**src/rtl/pmc_pkg.sv**
```systemverilog
package pmc_pkg;

    // Encoded mode selection carried by a configuration write.
    typedef enum logic [2:0] {
        MODE_CYC  = 3'd0,
        MODE_INS  = 3'd1,
        MODE_SAME = 3'd2,
        MODE_BOTH = 3'd3,
        MODE_OFF  = 3'd4
    } pmc_mode_e;

    localparam int unsigned NUM_CTR = 2;

    // True when a raw code names a concrete mode rather than a reuse request.
    function automatic logic is_explicit(input logic [2:0] code);
        return (code == MODE_CYC) || (code == MODE_INS) ||
               (code == MODE_BOTH) || (code == MODE_OFF);
    endfunction

endpackage

```
**src/rtl/pmc_mode_ctrl.sv**
```systemverilog
module pmc_mode_ctrl
    import pmc_pkg::*;
(
    input  logic       clk,
    input  logic       rst_n,
    input  logic       cfg_valid_i,
    input  logic [2:0] cfg_mode_i,
    output pmc_mode_e  mode_o
);

    typedef struct packed {
        pmc_mode_e active;
        pmc_mode_e last;
    } mode_state_t;

    mode_state_t st_d, st_q;

    always_comb begin
        st_d = st_q;
        if (cfg_valid_i) begin
            if (is_explicit(cfg_mode_i)) begin
                st_d.active = pmc_mode_e'(cfg_mode_i);
                st_d.last   = pmc_mode_e'(cfg_mode_i);
            end else begin
                // reuse request: fall back to the remembered selection
                st_d.active = st_q.last;
            end
        end
    end

    always_ff @(posedge clk) begin
        if (!rst_n) begin
            st_q.active <= MODE_OFF;
            st_q.last   <= MODE_CYC;
        end else begin
            st_q <= st_d;
        end
    end

    assign mode_o = st_q.active;

endmodule

```
**src/rtl/pmc_event_route.sv**
```systemverilog
module pmc_event_route
    import pmc_pkg::*;
(
    input  pmc_mode_e           mode_i,
    input  logic                retire_i,
    output logic [NUM_CTR-1:0]  inc_o
);

    // index 0 = counter A, index 1 = counter B
    always_comb begin
        inc_o = '0;
        unique case (mode_i)
            MODE_CYC:  inc_o[0] = 1'b1;
            MODE_INS:  inc_o[0] = retire_i;
            MODE_BOTH: begin
                inc_o[0] = 1'b1;
                inc_o[1] = retire_i;
            end
            default:   inc_o = '0;
        endcase
    end

endmodule

```
**src/rtl/pmc_event_ctr.sv**
```systemverilog
module pmc_event_ctr #(
    parameter int unsigned CNT_W  = 36,
    parameter int unsigned FRAC_W = 4
) (
    input  logic             clk,
    input  logic             rst_n,
    input  logic             clr_i,
    input  logic             inc_i,
    output logic [CNT_W-1:0] value_o
);

    localparam int unsigned WHOLE_W = CNT_W - FRAC_W;

    typedef struct packed {
        logic [FRAC_W-1:0]  frac;
        logic [WHOLE_W-1:0] whole;
    } ctr_state_t;

    ctr_state_t ctr_d, ctr_q;
    logic [FRAC_W:0] frac_sum;

    always_comb begin
        ctr_d    = ctr_q;
        frac_sum = {1'b0, ctr_q.frac} + {{FRAC_W{1'b0}}, 1'b1};
        if (clr_i) begin
            ctr_d = '0;
        end else if (inc_i) begin
            ctr_d.frac  = frac_sum[FRAC_W-1:0];
            ctr_d.whole = ctr_q.whole + {{(WHOLE_W-1){1'b0}}, frac_sum[FRAC_W]};
        end
    end

    always_ff @(posedge clk) begin
        if (!rst_n) begin
            ctr_q <= '0;
        end else begin
            ctr_q <= ctr_d;
        end
    end

    assign value_o = {ctr_q.whole, {FRAC_W{1'b0}}};

endmodule

```
**src/rtl/pmc_core_counter.sv**
```systemverilog
module pmc_core_counter
    import pmc_pkg::*;
#(
    parameter int unsigned CNT_W  = 36,
    parameter int unsigned FRAC_W = 4
) (
    input  logic             clk,
    input  logic             rst_n,
    input  logic             retire_i,
    input  logic             cfg_valid_i,
    input  logic [2:0]       cfg_mode_i,
    input  logic             cfg_clear_i,
    input  logic             rd_valid_i,
    input  logic             rd_both_i,
    output logic             rsp_valid_o,
    output logic [CNT_W-1:0] rsp_a_o,
    output logic [CNT_W-1:0] rsp_b_o
);

    typedef struct packed {
        logic             valid;
        logic [CNT_W-1:0] a;
        logic [CNT_W-1:0] b;
    } rsp_t;

    pmc_mode_e          mode_q;
    logic [NUM_CTR-1:0] inc;
    logic [CNT_W-1:0]   cnt_val [NUM_CTR];
    logic [CNT_W-1:0]   cnt_a_val, cnt_b_val;
    logic               clr_all;
    rsp_t               rsp_d, rsp_q;

    assign clr_all = cfg_valid_i & cfg_clear_i;

    pmc_mode_ctrl u_mode (
        .clk         (clk),
        .rst_n       (rst_n),
        .cfg_valid_i (cfg_valid_i),
        .cfg_mode_i  (cfg_mode_i),
        .mode_o      (mode_q)
    );

    pmc_event_route u_route (
        .mode_i   (mode_q),
        .retire_i (retire_i),
        .inc_o    (inc)
    );

    for (genvar gi = 0; gi < NUM_CTR; gi++) begin : g_ctr
        pmc_event_ctr #(
            .CNT_W  (CNT_W),
            .FRAC_W (FRAC_W)
        ) u_ctr (
            .clk     (clk),
            .rst_n   (rst_n),
            .clr_i   (clr_all),
            .inc_i   (inc[gi]),
            .value_o (cnt_val[gi])
        );
    end

    assign cnt_a_val = cnt_val[0];
    assign cnt_b_val = cnt_val[1];

    // Configuration outranks a read issued in the same cycle.
    always_comb begin
        rsp_d = '0;
        if (cfg_valid_i) begin
            rsp_d.valid = 1'b1;
            rsp_d.a     = cnt_a_val;
            rsp_d.b     = cnt_b_val;
        end else if (rd_valid_i) begin
            rsp_d.valid = 1'b1;
            rsp_d.a     = cnt_a_val;
            rsp_d.b     = rd_both_i ? cnt_b_val : '0;
        end
    end

    always_ff @(posedge clk) begin
        if (!rst_n) begin
            rsp_q <= '0;
        end else begin
            rsp_q <= rsp_d;
        end
    end

    assign rsp_valid_o = rsp_q.valid;
    assign rsp_a_o     = rsp_q.a;
    assign rsp_b_o     = rsp_q.b;

endmodule

```
**config.mk**
```make
export PLATFORM = sky130hd
export DESIGN_NAME = pmc_core_counter
export DESIGN_NICKNAME = d
export VERILOG_FILES = /design/src/rtl/pmc_pkg.sv /design/src/rtl/pmc_mode_ctrl.sv /design/src/rtl/pmc_event_route.sv /design/src/rtl/pmc_event_ctr.sv /design/src/rtl/pmc_core_counter.sv
export SDC_FILE = /design/constraint.sdc
export NUM_CORES = 1
export LEC_CHECK = 0
export ABC_CLOCK_PERIOD_IN_PS = 4300
export BUFFER_PORTS_ARGS = -buffer_cell sky130_fd_sc_hd__buf_2
export CORE_MARGIN = 3
export CORE_UTILIZATION = 40
export DETAILED_ROUTE_END_ITERATION = 6
export GPL_TIMING_DRIVEN = 0
export PLACE_DENSITY_LB_ADDON = 0.1
export RECOVER_POWER = 100
export SLEW_MARGIN = 40
export SYNTH_ARGS = -nofsm -noshare
export SYNTH_HDL_FRONTEND = slang
export SYNTH_HIERARCHICAL = 1
export SYNTH_SLANG_ARGS = --single-unit
```
**constraint.sdc**
```tcl
create_clock -name clk -period 4.3 [get_ports clk]
set_input_delay 0.86 -clock clk [delete_from_list [all_inputs] [get_ports clk]]
set_output_delay 0.86 -clock clk [all_outputs]
set_load 0.03 [all_outputs]
```
* Word level (Yosys, flattened, before mapping)
Index checks and enable logic that the tools add are counted.
** Cells by class
- Equal/unequal tests :: 5
- Bitwise operators :: 3
- Muxes and demuxes :: 6
- Reduce and logical (&&, ||, !) cells :: 9
- Add/sub/neg operators :: 4
** Operator list (number)
- 73-bit two-way mux :: 2
- 32-bit by 1-bit adder with 32-bit output :: 2
- 36-bit two-way mux :: 1
- 4-bit by 1-bit adder with 5-bit output (second input constant) :: 2
- 3-bit by 1-bit equality test with 1-bit output (second input constant) :: 2
- 3-bit by 2-bit equality test with 1-bit output (second input constant) :: 2
- 3-bit logical NOT :: 2
- 2-bit OR reduction :: 3
- 3-bit equality test (second input constant) :: 1
- 1-bit logical OR :: 3
- 3-bit two-way mux :: 1
- 3-bit OR reduction :: 1
- 1-bit inverter :: 2
- 1-bit case mux with 2 select lines :: 1
- 1-bit bitwise AND :: 1
- 1-bit two-way mux :: 1
** Storage, ports and cells
- Input port bits :: 10
- Output and inout bits :: 73
- Flip-flop bits (word level) :: 151

* Longest topological paths before layout
Gate-level depths: netlist of the first run.
- Depth after elaboration :: 5
- Depth in mapped cells :: 9

* By module
The synthesis of the first run kept the hierarchy.
** Modules (own cells, without submodules)
- pmc_event_ctr :: area each 2117.0 µm², sequential area each 720.7 µm², times used 2, cells each 248
- pmc_core_counter :: area each 2064.5 µm², sequential area each 1461.4 µm², times used 1, cells each 158
- pmc_mode_ctrl :: area each 215.2 µm², sequential area each 80.1 µm², times used 1, cells each 25
- pmc_event_route :: area each 40.0 µm², sequential area each 0.0 µm², times used 1, cells each 4

* Worst setup path after synthesis of the first run
OpenSTA, ideal clock, no wires.
- Path kind :: input to register
- Start point :: input retire_i
- End point :: register g_ctr[1].u_ctr.ctr_q (netlist bit g_ctr[1].u_ctr/value_o[22])
- Arrival :: 2.274 ns
- Stages on the path :: 7
- Setup slack :: 1.955 ns
- Buffers on the path :: 2
- Cells stage by stage :: and4b_2 buf_4 and2_1 buf_2 nand4_4 or4_1 a21oi_1
** On the way
- Cells in the longest elaborated chain, start to end :: 1
** Ends and longest elaborated chain
- start: declaration :: line pmc_core_counter.sv:9 : input logic retire_i,
- 1-bit two-way mux :: line pmc_event_route.sv:12 : unique case (mode_i)
- end signal: assignment :: line pmc_event_ctr.sv:37 : ctr_q <= ctr_d;
- end: declaration :: line pmc_event_ctr.sv:19 : ctr_state_t ctr_d, ctr_q;
Every way passes these cells.
A chain may end at the register's enable or synchronous reset.

* Worst setup path after layout of the first run
- Start point :: register u_mode.st_q (netlist bit u_mode/mode_o[0])
- End point :: register g_ctr[0].u_ctr.ctr_q (netlist bit g_ctr[0].u_ctr/value_o[30])
** On the way
- Cells in the longest elaborated chain, start to end :: 3
** Ends and longest elaborated chain
- start: declaration :: line pmc_mode_ctrl.sv:16 : mode_state_t st_d, st_q;
- start signal: assignment :: line pmc_mode_ctrl.sv:36 : st_q <= st_d;
- 3-bit by 2-bit equality test with 1-bit output or 3-bit logical NOT (tied branches) :: line pmc_event_route.sv:12
- 2-bit OR reduction (no source line)
- 1-bit case mux with 2 select lines (*) :: line pmc_event_route.sv:12
- named net inc[0] :: line pmc_core_counter.sv:27 : logic [NUM_CTR-1:0] inc;
- end signal: assignment :: line pmc_event_ctr.sv:37
- end: declaration :: line pmc_event_ctr.sv:19
Mark *: on every way through the listed nets, which the timed path passes. The rest lies on a longest branch.

==> results of run 1 <==
-- final timing paths --
check / slack, ns / cells after the start / start / to
setup / recovery: 1.45 / 9 / u_mode/mode_o[0] / g_ctr[0].u_ctr/value_o[30]
hold / removal: 0.47 / 2 / g_ctr[1].u_ctr/value_o[35] / g_ctr[1].u_ctr/value_o[35]
setup reg to reg: 1.45 / 9 / u_mode/mode_o[0] / g_ctr[0].u_ctr/value_o[30]
hold reg to reg: 0.47 / 2 / g_ctr[1].u_ctr/value_o[35] / g_ctr[1].u_ctr/value_o[35]
-- tightest hold or removal path: stages (launching register included) --
cell     delay (ns)
dfxtp_1        0.31
nand2_1        0.05
mux2i_1        0.05
-- where the power goes --
group / switching, W / internal [W] / total, W / leakage (nW)
Sequential: 0.00000308 / 0.00139 / 0.00139 / 1.20
Clock: 0.000570 / 0.000925 / 0.00150 / 0.293
Combinational: 0.0000618 / 0.0000300 / 0.0000918 / 1.52
-- synth_stat cells, drive strengths merged, types with 7 or more instances --
| master | number | area share |
|---|---|---|
| a21oi | 30 | 0.023 |
| and2 | 39 | 0.041 |
| and3 | 50 | 0.048 |
| buf | 102 | 0.12 |
| clkbuf | 15 | 0.0086 |
| dfxtp | 149 | 0.46 |
| ha | 8 | 0.015 |
| mux2i | 14 | 0.021 |
| nand2 | 35 | 0.020 |
| nand2b | 10 | 0.0095 |
| nand3 | 28 | 0.023 |
| nand4 | 20 | 0.028 |
| nor2 | 35 | 0.020 |
| nor3 | 8 | 0.0069 |
| nor4 | 12 | 0.011 |
| o21ai | 7 | 0.0053 |
| o31ai | 24 | 0.027 |
| or4 | 24 | 0.027 |
| xnor2 | 14 | 0.019 |
| xor2 | 12 | 0.016 |
-- flip-flops by register name, indices dropped and copies added, names as in the netlist --
signal               count
u_mode/st_q              1
rsp_a_o                 36
u_mode/mode_o            3
g_ctr.u_ctr/value_o     64
rsp_valid_o              1
g_ctr.u_ctr/ctr_q        8
rsp_b_o                 36
-- kinds of logic after synthesis --
| logic type | Yosys count |
|---|---|
| AND/OR/NAND/NOR | 286 |
| multiplexers | 14 |
| flip-flops | 149 |
| other | 2 |
| buffers and inverters | 122 |
| adder cells (fa/ha/maj) | 8 |
| XOR/XNOR | 26 |
| AO/OA/AOI/OAI | 76 |
-- metrics by stage --
step           power (W)  utilization  cells
2_1_floorplan    0.00149            -    689
3_3_place_gp     0.00152        0.455    987
3_5_place_dp     0.00152        0.455    987
4_1_cts          0.00302        0.493   1019
5_1_grt          0.00308        0.480   1019
6_report         0.00298        0.480   1020
-- cell type report --
type / instances / area, sq um / area share
clock inverters: 13 / 156 / 0.0204
well taps: 216 / 270 / 0.0353
plain buffers: 117 / 797 / 0.104
repair buffers: 82 / 315 / 0.0412
diodes: 1 / 2.50 / 0.000327
multi-input cells: 418 / 2670 / 0.349
inverters: 5 / 18.8 / 0.00245
clock buffers: 19 / 443 / 0.0578
flip-flops and latches: 149 / 2980 / 0.389
-- metal layers --
| metal | wire [um] | track usage | part of all wire |
|---|---|---|---|
| met1 | 6560 | 0.201 | 0.49 |
| met2 | 6140 | 0.247 | 0.46 |
| met3 | 581 | 0.0409 | 0.043 |
| met4 | 172 | 0.0537 | 0.013 |
| met5 | 0 | 0 | 0 |
==> flow_summary.yaml, run 1 <==
grt:
  grtUsageTotal: 0.154
  grt_pass1_wl_mm: 22.5
  grt_pass1_vias: 4778
  antenna_found_initial: 0
  grt_max_degree: 17
  overflow: 0
critical_path:
  critPathLaunchType: "register"
  timing.critical_path.mode_cell: "clkbuf_1"
  critPathMaxFanout: 10
  max_stage_delay_ns: 0.61
  crit_buf_inv: 3
  crit_type: "reg2reg"
  arrival_ns: 3.19
  critPathTopFamily: "simple AND/OR/NAND/NOR gates"
  crit_slowest_cell: "or4_1"
  required_ns: 4.64
  end_kind: "register"
  path_cells: "clkbuf_4 > nor3b_1 > nor3_2 > clkbuf_1 > and2_0 > clkbuf_1 > nand4_1 > or4_1 > a21oi_1"
route:
  drc_errors: 0
  drtIter0Drc: 253
  num_vias: 4925
  ant_nets: 0
  viasPerCell: 4.83
  first_pass_iters: 4
  avgRoutedWirePerCell_um: 13.2
  routed_wirelength_mm: 13.4
floorplan:
  die_area_sq_mm: 0.0180
  start_util: 0.411
  top_level_ports: 83
  row_count: 46
  fp.dieW_um: 134
  fp.dieH_um: 134
  design.core.area_sq_mm: 0.0159
cts:
  cts_tree: "built"
  clock_path_buffers: 2
  cts_hold_buf: 0
  cts_max_level: 4
  ctsResizeCount: 0
  clk_pin_slew_ns: 0.06
  clock_latency_ns: 0.42
  post-cts-setup-buffer-count: 0
  cts-root-buf: "clkbuf_16"
  cts_buffers: 17
  cts_sinks: 149
timing:
  max_slew_margin: 0.549
  worst_slack_ns: 1.45
  hold_viol_final: 0
  final-setup-viol-count: 0
  fmax_mhz: 351
  min_period_over_period: 0.662
  tns_ns: 0
  holdWs_ns: 0.466
  period_needed_ns: 2.85
  tightestPinTransition_ns: 0.677
  skew_ns: 0.00591
  drv_slew: 0
  rsz0062_at_grt: "false"
synthesis:
  ys.flop_type: "dfxtp_1"
  synthXorXnorAreaFrac: 0.0347
  avgSynthCellArea_sq_um: 9.60
  syn_area_sq_mm: 0.00655
  synth_cells: 683
  ys_seq_area_frac: 0.455
  synth_top_family_by_area: "simple AND/OR/NAND/NOR gates"
  postSynthRegisterBits: 149
  synth_fa_ha_area_frac: 0.0153
  synthArstFlopShare: 0
  synth.distinct_cells: 49
  synth_compound_area_frac: 0.0769
  synthMuxAreaShare: 0.0214
  yosys.area_share.simple: 0.264
  synth_edf_count: 0
  yosysWarnings: 6
placed_design:
  placed_area_sq_mm: 0.00726
  numPortBuffers: 82
  place.gp.congestion: 0.791
  pre_cts_ws_ns: 1.61
  dpl.hpwl_mm: 9.60
outcome:
  status: "completed"
power_and_ir_drop:
  static-leakage-power_nw: 3.02
  p_per_area_mw_per_mm2: 389
  vdd_ir_drop_max_mv: 0.266
flow_run:
  drv_cap: 0
layout:
  nNetsFinal: 808
  mostFrequentLayoutCells: "149 x dfxtp_1, 101 x clkbuf_1, 79 x buf_4"
  final_common_cell: "dfxtp_1"
  nFillCells: 1597
  drive_gt1_frac: 0.179
  syn_to_final_growth_pct: 16.9
  fin_area_sq_mm: 0.00766
hold_path:
  min_path_type: "reg2reg"
(Power assumes the default switching activity.)
==> run 2: changes to the inputs <==
- ABC_AREA: not set -> 1
- ABC_CLOCK_PERIOD_IN_PS: 4300 -> 2900
- clock period: 4.3 -> 2.9 ns (I/O delays scaled with it)
==> flow_summary.yaml, run 2 <==
outcome:
  status: "finished with violations"
  violations: "max-capacitance violations, max-slew violations"
layout:
  largest_reg_flops: 64
  mostFrequentLayoutCells: "176 x nand2_1, 174 x nor2_1, 149 x dfxtp_1"
  final_common_cell: "nand2_1"
  nNetsFinal: 1059
  drive_gt1_frac: 0.144
  antennaDiodeCount: 0
  syn_to_final_growth_pct: 16.0
  fin_area_sq_mm: 0.00796
cts:
  cts_hold_buf: 0
  clk_pin_slew_ns: 0.06
  clock_path_buffers: 2
  post-cts-setup-buffer-count: 0
  cts-root-buf: "clkbuf_16"
  cts_max_level: 4
  cts_tree: "built"
  clock_latency_ns: 0.42
  cts_buffers: 17
  ctsResizeCount: 0
  cts_sinks: 149
critical_path:
  rr_startpoint: "g_ctr[0].u_ctr/ctr_q[32]"
  required_ns: 3.18
  crit_type: "in2reg"
  crit_start: "cfg_valid_i"
  crit_slowest_cell: "o21ai_0"
  critPathLaunchType: "input pin"
  path_cells: "clkbuf_1 > o21ai_0 > clkbuf_1 > nor2_1"
  arrival_ns: 2.77
  max_stage_delay_ns: 1.38
  critPathMaxFanout: 10
  timing.critical_path.mode_cell: "clkbuf_1"
  end_kind: "register"
timing:
  skew_ns: 0.00639
  drv_slew: 11
  rsz0062_at_grt: "false"
  min_period_over_period: 0.858
  max_slew_margin: -0.199
  final-setup-viol-count: 0
  holdWs_ns: 0.472
  tns_ns: 0
  period_needed_ns: 2.49
  tightestPinTransition_ns: 1.78
  hold_viol_final: 0
  fmax_mhz: 402
placed_design:
  numPortBuffers: 82
  place.gp.congestion: 0.831
  dpl.hpwl_mm: 10.8
  placed_area_sq_mm: 0.00757
power_and_ir_drop:
  p_per_area_mw_per_mm2: 562
  sequentialPowerShare: 0.461
  vdd_ir_drop_max_mv: 0.420
  clockPowerShare: 0.503
  swShare: 0.213
  p_switching_w: 0.000951
  static-leakage-power_nw: 3.12
  comb_power_share: 0.036
  intPower_w: 0.00352
synthesis:
  synthMuxAreaShare: 0
  postSynthRegisterBits: 149
  synth_top_area_frac: 0.435
  yosys.area_share.simple: 0.315
  yosysWarnings: 6
  synth.most_common_cell: "nand2_1"
  avgSynthCellArea_sq_um: 7.35
  syn_area_sq_mm: 0.00686
  yosys-top-cells-area: "dfxtp_1 43%, nand2_1 9.4%, nor2_1 9.0%, buf_4 8.4%, inv_1 6.9%"
  ys_seq_area_frac: 0.435
  synth_cells: 934
  synth.distinct_cells: 29
  synthXorXnorAreaFrac: 0
  yosys-top-cells-count: "171 x nand2_1, 164 x nor2_1, 149 x dfxtp_1"
  synth_top_family_by_area: "simple AND/OR/NAND/NOR gates"
  synth_fa_ha_area_frac: 0.0146
  ys.flop_type: "dfxtp_1"
  synth_edf_count: 0
  synth_top_cell_by_area: "dfxtp_1"
  synthArstFlopShare: 0
  synth_compound_area_frac: 0.0613
route:
  ant_nets: 0
  drc_errors: 0
  viasPerCell: 4.39
  num_vias: 5592
  first_pass_iters: 4
  drtIter0Drc: 282
  routed_wirelength_mm: 14.4
  avgRoutedWirePerCell_um: 11.3
floorplan:
  design.core.area_sq_mm: 0.0167
  start_util: 0.411
  die_area_sq_mm: 0.0188
  fp.dieW_um: 137
  fp.dieH_um: 137
  top_level_ports: 83
  row_count: 47
grt:
  overflow: 0
  grt_max_degree: 17
  grtUsageTotal: 0.159
  antenna_found_initial: 0
  grt_pass1_vias: 5127
  grt_pass1_wl_mm: 23.8
hold_path:
  min_from: "u_mode/st_q[2]"
  min_path_type: "reg2reg"
flow_run:
  drv_cap: 1
## run 2: cell count changes in the layout (fill, tap and decap cells not counted), moves of 16 or more
cell	change
o31ai_1	-24
clkbuf_1	-16
or4_1	-24
nor2_1	+139
a21oi_1	+22
inv_1	+122
nand2_1	+141
and3_1	-48
## run 2: power groups by stage
stage | combinational (W) | clock, W | sequential (W)
2_1_floorplan | 0.000108 | 0 | 0.00212
3_3_place_gp | 0.000170 | 0 | 0.00211
3_5_place_dp | 0.000171 | 0 | 0.00211
4_1_cts | 0.000171 | 0.00230 | 0.00206
5_1_grt | 0.000179 | 0.00239 | 0.00206
6_report | 0.000159 | 0.00225 | 0.00206
## run 2: cell type report
| type | count | area [sq um] |
|---|---|---|
| clock inverters | 9 | 126 |
| plain buffers | 93 | 688 |
| clock buffers | 22 | 474 |
| multi-input cells | 571 | 2620 |
| well taps | 220 | 275 |
| inverters | 127 | 477 |
| flip-flops and latches | 149 | 2980 |
| repair buffers | 82 | 317 |
| fillers | 1771 | 8740 |
## run 2: final timing paths
kind | endpoint | slack [ns] | depth (start not counted)
worst max-delay path | rsp_b_o[21] | 0.41 | 4
worst min-delay path | u_mode/st_q[2] | 0.47 | 2
worst max register to register | g_ctr[0].u_ctr/value_o[32] | 0.53 | 13
worst min register to register | u_mode/st_q[2] | 0.47 | 2
## run 2: cell families after synthesis
family / count (synthesis)
AND/OR/NAND/NOR: 478
buffers and inverters: 220
flip-flops: 149
AO/OA/AOI/OAI: 77
adder cells (fa/ha/maj): 8
other: 2
## run 2: layer usage
layer  GRT usage  routed length [um]
met3      0.0331                 418
met1       0.191                6680
met5           0                   0
met2       0.281                7110
met4      0.0576                 210
## run 2: critical path, delay by kind of cell
kind	cells	cell delay, ns
compound gates	1	1.38
buf+inv	2	0.69
simple gates	1	0.11
## run 2: per-stage QoR
step                       util  setup WS, ns  power [W]  cells
after floorplan               -          1.01    0.00223    940
after global placement    0.453         0.690    0.00228   1242
after detailed placement  0.453         0.686    0.00228   1242
after CTS                 0.489         0.664    0.00454   1273
after global routing      0.477         0.198    0.00463   1273
final                     0.477         0.412    0.00447   1273
